### config.mk
export PLATFORM = sky130hd
export DESIGN_NAME = eth_rx_validator
export DESIGN_NICKNAME = d
export VERILOG_FILES = /design/src/rtl/eth_rxv_pkg.sv /design/src/rtl/eth_rxv_crc.sv /design/src/rtl/eth_rxv_len_ctr.sv /design/src/rtl/eth_rxv_fwd.sv /design/src/rtl/eth_rxv_classify.sv /design/src/rtl/eth_rx_validator.sv
export SDC_FILE = /design/constraint.sdc
export NUM_CORES = 1
export LEC_CHECK = 0
export ABC_AREA = 1
export BUFFER_PORTS_ARGS = -buffer_cell sky130_fd_sc_hd__buf_4
export CAP_MARGIN = 10
export CORE_MARGIN = 4
export CORE_UTILIZATION = 50
export CTS_BUF_LIST = sky130_fd_sc_hd__clkbuf_4 sky130_fd_sc_hd__clkbuf_8 sky130_fd_sc_hd__clkbuf_16
export DETAILED_ROUTE_END_ITERATION = 8
export GPL_TIMING_DRIVEN = 0
export PLACE_DENSITY = 0.78
export SETUP_SLACK_MARGIN = 0.05
export SLEW_MARGIN = 20
export SYNTH_ARGS = -nofsm -noshare
export SYNTH_HDL_FRONTEND = slang
export SYNTH_SLANG_ARGS = --single-unit
### constraint.sdc
create_clock -name clk -period 3.8 [get_ports clk]
set_input_delay 0.38 -clock clk [delete_from_list [all_inputs] [get_ports clk]]
set_output_delay 0.38 -clock clk [all_outputs]
set_load 0.01 [all_outputs]
### src/rtl/eth_rxv_pkg.sv
package eth_rxv_pkg;

    localparam int LEN_W     = 16;
    localparam int FCS_BYTES = 4;
    localparam int HDR_BYTES = 14;

    localparam logic [7:0]  PRE_BYTE         = 8'h55;
    localparam logic [7:0]  SFD_BYTE         = 8'hD5;
    localparam logic [31:0] CRC_SEED         = 32'hFFFF_FFFF;
    localparam logic [31:0] CRC_POLY_REFL    = 32'hEDB8_8320;
    localparam logic [31:0] CRC_GOOD_RESIDUE = 32'hDEBB_20E3;
    localparam logic [15:0] TYPE_THRESHOLD   = 16'h0600;
    localparam int          LFIELD_HI_IDX    = 12;
    localparam int          LFIELD_LO_IDX    = 13;

    typedef logic [LEN_W-1:0] len_t;

    typedef enum logic [1:0] {
        ST_HUNT = 2'd0,
        ST_BODY = 2'd1,
        ST_SKIP = 2'd2
    } rx_state_e;

    typedef struct packed {
        logic align;
        logic fcs;
        logic runt;
        logic long_f;
        logic jabber;
        logic symbol;
    } err_pulse_t;

    typedef struct packed {
        logic good;
        logic fcs_ok;
        len_t len;
    } frame_status_t;

    function automatic logic [31:0] crc32_step(input logic [31:0] c_in, input logic [7:0] d);
        logic [31:0] c;
        c = c_in ^ {24'd0, d};
        for (int b = 0; b < 8; b++) begin
            c = c[0] ? ((c >> 1) ^ CRC_POLY_REFL) : (c >> 1);
        end
        return c;
    endfunction

endpackage

### src/rtl/eth_rxv_crc.sv
module eth_rxv_crc
    import eth_rxv_pkg::*;
(
    input  logic       clk,
    input  logic       rst,
    input  logic       clear,
    input  logic       en,
    input  logic [7:0] data,
    output logic       match
);
    logic [31:0] crc_q;
    logic [31:0] crc_d;

    assign crc_d = crc32_step(crc_q, data);
    assign match = (crc_d == CRC_GOOD_RESIDUE);

    always_ff @(posedge clk) begin
        if (rst || clear) begin
            crc_q <= CRC_SEED;
        end else if (en) begin
            crc_q <= crc_d;
        end
    end
endmodule

### src/rtl/eth_rxv_len_ctr.sv
module eth_rxv_len_ctr
    import eth_rxv_pkg::*;
(
    input  logic        clk,
    input  logic        rst,
    input  logic        clear,
    input  logic        en,
    input  logic [7:0]  data,
    output len_t        count_q,
    output len_t        count_d,
    output logic [15:0] field_q
);
    localparam len_t HI_IDX = len_t'(LFIELD_HI_IDX);
    localparam len_t LO_IDX = len_t'(LFIELD_LO_IDX);

    assign count_d = (count_q == '1) ? count_q : count_q + len_t'(1);

    always_ff @(posedge clk) begin
        if (rst || clear) begin
            count_q <= '0;
            field_q <= '0;
        end else if (en) begin
            count_q <= count_d;
            if (count_q == HI_IDX) field_q[15:8] <= data;
            if (count_q == LO_IDX) field_q[7:0]  <= data;
        end
    end
endmodule

### src/rtl/eth_rxv_fwd.sv
module eth_rxv_fwd
    import eth_rxv_pkg::*;
#(
    parameter int DEPTH = FCS_BYTES
) (
    input  logic       clk,
    input  logic       rst,
    input  logic       clear,
    input  logic       beat,
    input  logic [7:0] data,
    input  logic       last,
    input  logic       strip,
    output logic       out_valid,
    output logic [7:0] out_data,
    output logic       out_last
);
    localparam int FW = $clog2(DEPTH + 1);
    localparam logic [FW-1:0] FULL = FW'(DEPTH);

    logic [DEPTH-1:0][7:0] dly_q;
    logic [FW-1:0]         fill_q;
    logic                  emit;
    logic [7:0]            emit_data;

    always_comb begin
        if (strip) begin
            emit      = beat && (fill_q == FULL);
            emit_data = dly_q[DEPTH-1];
        end else begin
            emit      = beat;
            emit_data = data;
        end
    end

    always_ff @(posedge clk) begin
        if (rst || clear) begin
            fill_q <= '0;
        end else if (beat && fill_q != FULL) begin
            fill_q <= fill_q + FW'(1);
        end
    end

    always_ff @(posedge clk) begin
        if (rst) begin
            dly_q <= '0;
        end else if (beat) begin
            dly_q <= {dly_q[DEPTH-2:0], data};
        end
    end

    always_ff @(posedge clk) begin
        if (rst) begin
            out_valid <= 1'b0;
            out_data  <= '0;
            out_last  <= 1'b0;
        end else begin
            out_valid <= emit;
            out_last  <= emit && last;
            if (emit) out_data <= emit_data;
        end
    end

    AST_STRIP_HOLDS_BACK: assert property (@(posedge clk) disable iff (rst)
        (strip && beat && fill_q != FULL) |=> !out_valid);
endmodule

### src/rtl/eth_rxv_classify.sv
module eth_rxv_classify
    import eth_rxv_pkg::*;
#(
    parameter int MIN_LEN    = 64,
    parameter int MAX_LEN    = 1518,
    parameter int JABBER_LEN = 2048
) (
    input  logic          clk,
    input  logic          rst,
    input  logic          fire,
    input  len_t          total,
    input  logic          crc_ok,
    input  logic          dribble,
    input  logic          sym,
    input  logic [15:0]   lfield,
    input  logic          cfg_strip,
    input  logic          cfg_ign,
    input  logic          cfg_lchk,
    output logic          st_valid,
    output frame_status_t st,
    output err_pulse_t    pulse
);
    localparam len_t MIN_L = len_t'(MIN_LEN);
    localparam len_t MAX_L = len_t'(MAX_LEN);
    localparam len_t JAB_L = len_t'(JABBER_LEN);
    localparam len_t OVH_L = len_t'(HDR_BYTES + FCS_BYTES);
    localparam len_t FCS_L = len_t'(FCS_BYTES);

    logic          is_runt, is_jab, is_long, in_range, len_err;
    len_t          payload;
    frame_status_t st_d;
    err_pulse_t    pulse_d;

    always_comb begin
        is_runt  = total < MIN_L;
        is_jab   = total > JAB_L;
        is_long  = (total > MAX_L) && !is_jab;
        in_range = !is_runt && (total <= MAX_L);
        payload  = total - OVH_L;
        len_err  = cfg_lchk && in_range && (lfield < TYPE_THRESHOLD)
                   && (payload < len_t'(lfield));

        pulse_d        = '0;
        pulse_d.align  = in_range && !crc_ok && dribble;
        pulse_d.fcs    = in_range && !crc_ok && !dribble;
        pulse_d.runt   = is_runt;
        pulse_d.long_f = is_long;
        pulse_d.jabber = is_jab;
        pulse_d.symbol = sym;

        st_d.good   = in_range && !sym && (crc_ok || cfg_ign) && !len_err;
        st_d.fcs_ok = crc_ok;
        if (cfg_strip) begin
            st_d.len = (total >= FCS_L) ? total - FCS_L : '0;
        end else begin
            st_d.len = total;
        end
    end

    always_ff @(posedge clk) begin
        if (rst) begin
            st_valid <= 1'b0;
            st       <= '0;
            pulse    <= '0;
        end else begin
            st_valid <= fire;
            pulse    <= fire ? pulse_d : '0;
            if (fire) st <= st_d;
        end
    end

    AST_PULSE_WITH_EOF: assert property (@(posedge clk) disable iff (rst)
        (pulse != '0) |-> st_valid);
    AST_SIZE_CLASS_ONE: assert property (@(posedge clk) disable iff (rst)
        $onehot0({pulse.runt, pulse.long_f, pulse.jabber}));
    AST_RUNT_BAD: assert property (@(posedge clk) disable iff (rst)
        (st_valid && pulse.runt) |-> !st.good);
    AST_CRC_STRICT: assert property (@(posedge clk) disable iff (rst)
        (st_valid && !st.fcs_ok && !$past(cfg_ign)) |-> !st.good);
    AST_SYMBOL_BAD: assert property (@(posedge clk) disable iff (rst)
        (st_valid && pulse.symbol) |-> !st.good);
endmodule

### src/rtl/eth_rx_validator.sv
module eth_rx_validator
    import eth_rxv_pkg::*;
#(
    parameter int MIN_LEN    = 64,
    parameter int MAX_LEN    = 1518,
    parameter int JABBER_LEN = 2048
) (
    input  logic        clk,
    input  logic        rst,
    input  logic        cfg_strip_fcs,
    input  logic        cfg_ignore_crc,
    input  logic        cfg_len_check,
    input  logic        rx_valid,
    input  logic [7:0]  rx_data,
    input  logic        rx_end,
    input  logic        rx_dribble,
    input  logic        rx_sym_err,
    output logic        fwd_valid,
    output logic [7:0]  fwd_data,
    output logic        fwd_last,
    output logic        eof_valid,
    output logic        eof_good,
    output logic        eof_fcs_ok,
    output logic [15:0] eof_len,
    output logic        cnt_align,
    output logic        cnt_fcs,
    output logic        cnt_runt,
    output logic        cnt_long,
    output logic        cnt_jabber,
    output logic        cnt_symbol
);
    localparam len_t MAX_L = len_t'(MAX_LEN);

    rx_state_e     st_q, st_d;
    logic          body_beat, sof, eof_beat, fwd_beat;
    logic          sym_q, sym_any, crc_ok;
    len_t          count_q, count_d;
    logic [15:0]   field_q;
    frame_status_t status;
    err_pulse_t    pulses;

    assign body_beat = rx_valid && (st_q == ST_BODY);
    assign sof       = rx_valid && (st_q == ST_HUNT) && (rx_data == SFD_BYTE) && !rx_end;
    assign eof_beat  = body_beat && rx_end;
    assign fwd_beat  = body_beat && (count_q < MAX_L);
    assign sym_any   = sym_q || (body_beat && rx_sym_err);

    always_comb begin
        st_d = st_q;
        case (st_q)
            ST_HUNT: if (rx_valid && !rx_end) begin
                if (rx_data == SFD_BYTE)      st_d = ST_BODY;
                else if (rx_data != PRE_BYTE) st_d = ST_SKIP;
            end
            ST_BODY: if (rx_valid && rx_end) st_d = ST_HUNT;
            ST_SKIP: if (rx_valid && rx_end) st_d = ST_HUNT;
            default: st_d = ST_HUNT;
        endcase
    end

    always_ff @(posedge clk) begin
        if (rst) st_q <= ST_HUNT;
        else     st_q <= st_d;
    end

    always_ff @(posedge clk) begin
        if (rst || sof)                     sym_q <= 1'b0;
        else if (body_beat && rx_sym_err)   sym_q <= 1'b1;
    end

    eth_rxv_crc u_crc (
        .clk   (clk),
        .rst   (rst),
        .clear (sof),
        .en    (body_beat),
        .data  (rx_data),
        .match (crc_ok)
    );

    eth_rxv_len_ctr u_len (
        .clk     (clk),
        .rst     (rst),
        .clear   (sof),
        .en      (body_beat),
        .data    (rx_data),
        .count_q (count_q),
        .count_d (count_d),
        .field_q (field_q)
    );

    eth_rxv_fwd #(.DEPTH(FCS_BYTES)) u_fwd (
        .clk       (clk),
        .rst       (rst),
        .clear     (st_q != ST_BODY),
        .beat      (fwd_beat),
        .data      (rx_data),
        .last      (rx_end),
        .strip     (cfg_strip_fcs),
        .out_valid (fwd_valid),
        .out_data  (fwd_data),
        .out_last  (fwd_last)
    );

    eth_rxv_classify #(
        .MIN_LEN    (MIN_LEN),
        .MAX_LEN    (MAX_LEN),
        .JABBER_LEN (JABBER_LEN)
    ) u_cls (
        .clk       (clk),
        .rst       (rst),
        .fire      (eof_beat),
        .total     (count_d),
        .crc_ok    (crc_ok),
        .dribble   (rx_dribble),
        .sym       (sym_any),
        .lfield    (field_q),
        .cfg_strip (cfg_strip_fcs),
        .cfg_ign   (cfg_ignore_crc),
        .cfg_lchk  (cfg_len_check),
        .st_valid  (eof_valid),
        .st        (status),
        .pulse     (pulses)
    );

    assign eof_good   = status.good;
    assign eof_fcs_ok = status.fcs_ok;
    assign eof_len    = status.len;
    assign cnt_align  = pulses.align;
    assign cnt_fcs    = pulses.fcs;
    assign cnt_runt   = pulses.runt;
    assign cnt_long   = pulses.long_f;
    assign cnt_jabber = pulses.jabber;
    assign cnt_symbol = pulses.symbol;

    // Output-side byte tally per frame, used only by the checks below.
    len_t out_cnt_q;
    len_t out_cnt_now;
    assign out_cnt_now = out_cnt_q + len_t'(fwd_valid);

    always_ff @(posedge clk) begin
        if (rst || eof_valid) out_cnt_q <= '0;
        else if (fwd_valid)   out_cnt_q <= out_cnt_now;
    end

    AST_FWD_CAPPED: assert property (@(posedge clk) disable iff (rst)
        out_cnt_now <= MAX_L);
    AST_LEN_MATCHES_OUT: assert property (@(posedge clk) disable iff (rst)
        (eof_valid && !cnt_long && !cnt_jabber) |-> (out_cnt_now == eof_len));
    AST_LAST_AT_EOF: assert property (@(posedge clk) disable iff (rst)
        fwd_last |-> eof_valid);
    AST_TRUNC_NO_LAST: assert property (@(posedge clk) disable iff (rst)
        (eof_valid && (cnt_long || cnt_jabber)) |-> !fwd_last);
endmodule

==> flow_summary.toml <==
[die]
die_h_um = 136
start_util_pct = 51.5
rows = 46
dieArea_sq_um = 18600
core_area_sq_um = 16000
die_x_um = 136
io_pins = 52

[synth]
ys_seq_area_share_pct = 33.3
syn_avg_cell_area_sq_um = 6.30
syn_nets = 1354
synth_top_family_by_area = "simple AND/OR/NAND/NOR gates"
async_reset_ff_share_pct = 0
synth.area.mux_share_pct = 0
synthAdderAreaFrac_pct = 4.25
synth-simple-area-share_pct = 36.5
synth-compound-area-share_pct = 14.9
synth_warnings = 0
synth_edf_count = 0
ys_types = 38
synth_xor_area_share_pct = 2.34
synth_area_sq_um = 8240
syn-instance-count = 1309
ys.flop_type = "dfxtp_1"
synth-seq-cells = 137

[clock_network]
htreeDepth = 4
path_clk_slew_ps = 70
cts_tree = "built"
cts_max_path_buffers = 2
cts_inserted_buffers = 17
clk_latency_ps = 440
clockRootBuffer = "clkbuf_16"
numClockSinks = 137

[global_routing]
grt_overflow = 0
grt_pass1_wl_um = 39100
grt_max_degree = 17
grt_pass1_vias = 8016
antenna_found_initial = 0
grt_usage_pct = 26.8

[worst_setup_path]
arrival_ps = 3930
start_kind = "flop"
slowest_stage = "dfxtp_4"
crit_fanout = 6
crit_chain = "ha_4, inv_1, nor2_4, nand2_4, nor2_8, nand2_1, o21ai_4, inv_2, ha_1, nand2_1, nand2_1, nand3_2, nor2_2, buf_4, buf_4, nand2_1, xor2_1, inv_1, ha_4, nand3b_1, a2111oi_2, nand2_1, nand4_1, a21oi_1"
slowest_delay_ps = 390
worstRegToRegCells = 24
path_class = "reg -> reg"
crit_top_cell = "nand2_1"
cp.required_ps = 4100
endpoint_kind = "flop"

[power_and_ir_drop]
finalPower_mw = 3.36
peakVddDrop_uv = 336
p_leak_nw = 4.78
p_per_area_nw_per_um2 = 347

[layout]
final_nets = 1436
antennaDiodeCount = 0
area.growth.synth_to_final_pct = 17.4
final_layout_size_suffix_gt1_share_pct = 11.6
final_cell_area_sq_um = 9680

[placement]
place_area_sq_um = 8890
hpwl_um = 18200
port-buffer-count = 50
gp_congestion = 0.962

[timing]
max_slew.worst_pin.slew_ps = 1000
max_slew_margin_pct = 32.6
fin_setup_tns_ps = 0
hold_viol = 0
clock_skew_ps = 12.4
post-route-period-util_pct = 95.7
drv_slew = 0
rsz0062_at_grt = "no"
setup_viol = 0
timing.fmax_mhz = 275
min_period_ps = 3640

[job]
max_cap_violations = 0

[drt]
viasPerCell = 5.49
top_layer_used = "met4"
routed-wl-met3_um = 2220
drt_iter0_markers = 828
drc = 0
first_pass_iters = 5
postRouteAntennaNets = 0
met1_length_um = 10700
dr_wl_met2_um = 11300
totalWireLength_um = 25200
wl_per_cell_um = 15.5
vias = 8894

[hold_path]
hold_path_class = "in -> reg"
whs_path_depth = 2

[status]
status = "complete, no violations"
==> worst max-delay path, delay by kind of cell (launching register included) <==
kind | cells | cell delay, ps
AND/OR/NAND/NOR | 12 | 1300
adder cells (fa/ha/maj) | 3 | 550
AO/OA/AOI/OAI | 3 | 530
buffers and inverters | 5 | 510
flip-flops | 1 | 390
XOR/XNOR | 1 | 200
==> worst paths after layout <==
path / endpoint / slack (ps) / from
setup / recovery: u_cls.st[17] / 160 / u_len.count_q[0]
hold / removal: u_cls.pulse[4] / 110 / rx_dribble
setup reg to reg: u_cls.st[17] / 160 / u_len.count_q[0]
hold reg to reg: u_fwd.out_data[2] / 460 / u_fwd.out_data[2]
==> cells in the final DEF, fill, tap and decap left out, drive strengths merged <==
| cell | count |
|---|---|
| and3 | 1 |
| or2 | 1 |
| a211oi | 3 |
| o21ai | 109 |
| a31oi | 1 |
| nand2 | 443 |
| nor2 | 124 |
| nand3b | 4 |
| nor3 | 12 |
| nand3 | 92 |
| xor2 | 22 |
| clkinvlp | 2 |
| a2111oi | 1 |
| nor4 | 9 |
| nand4 | 18 |
| inv | 156 |
| dfxtp | 137 |
| clkbuf | 50 |
| o211ai | 16 |
| buf | 71 |
| a21oi | 99 |
| ha | 28 |
| clkinv | 5 |
==> layout make-up <==
cell class | count | area (sq um)
Buffer | 40 | 164
Clock buffer | 18 | 439
Clock inverter | 14 | 126
Fill cell | 1533 | 6320
Inverter | 149 | 559
Multi-Input combinational cell | 983 | 4890
Sequential cell | 137 | 2760
Tap cell | 216 | 270
Timing Repair Buffer | 63 | 473
==> per-stage QoR <==
stage	cells	hold slack (ps)	util, %	setup WS (ps)
2_1_floorplan	1309	450	-	369
3_3_place_gp	1575	452	55.6	-382
3_5_place_dp	1575	457	55.6	-422
4_1_cts	1610	101	59.5	59.3
5_1_grt	1620	104	60.5	23.5
6_report	1620	109	60.5	165
==> flip-flops by register name (all words and copies together) (netlist names) <==
signal           cells
u_cls.st_valid       1
u_cls.pulse          6
u_crc.crc_q         32
sym_q                1
u_len.count_q       16
u_fwd.dly_q         32
u_len.field_q       16
u_fwd.out_valid      1
u_fwd.out_data       8
u_cls.st            18
u_fwd.fill_q         3
st_q                 2
u_fwd.out_last       1
==> synthesized netlist by cell type, types with 3 or more instances <==
library cell / count / area (sq um)
nand2_1: 431 / 1620
inv_1: 145 / 544
dfxtp_1: 137 / 2740
nor2_1: 108 / 405
o21ai_0: 100 / 500
a21oi_1: 98 / 490
nand3_1: 90 / 450
clkbuf_1: 32 / 120
ha_1: 28 / 350
xor2_1: 22 / 193
nand4_1: 17 / 106
o211ai_1: 15 / 113
nand2_2: 11 / 68.8
nor2_2: 11 / 68.8
nor3_1: 9 / 45.0
nor4_1: 9 / 56.3
o21ai_1: 6 / 30.0
buf_2: 5 / 25.0
nand3b_1: 4 / 30.0
nor2_4: 4 / 45.0
a211oi_1: 3 / 22.5
o21ai_2: 3 / 26.3
==> logic make-up after synthesis <==
| kind of cell | after synthesis |
|---|---|
| AO/OA/AOI/OAI | 229 |
| XOR/XNOR | 22 |
| adder cells (fa/ha/maj) | 28 |
| buffers and inverters | 189 |
| flip-flops | 137 |
| AND/OR/NAND/NOR | 704 |
==> timing repair <==
item	CTS	global route
pin swaps	3	6
gates resized for setup	11	21
setup endpoints to repair	1	1
setup buffers	3	10
hold buffers	0	0
==> where the power goes <==
group | total (mW) | internal (mW) | switching [mW]
Combinational | 0.304 | 0.0842 | 0.219
Clock | 1.62 | 0.879 | 0.740
Sequential | 1.44 | 1.44 | 0.000890
Total | 3.36 | 2.40 | 0.961
==> routing by layer <==
| metal | vias to the layer above | global-route usage (%) |
|---|---|---|
| li1 | 4381 | - |
| met5 | - | 0 |
| met3 | 94 | 5.92 |
| met2 | 419 | 42.6 |
| met4 | 0 | 13.6 |
| met1 | 4000 | 34.3 |
(Power assumes the default switching activity.)
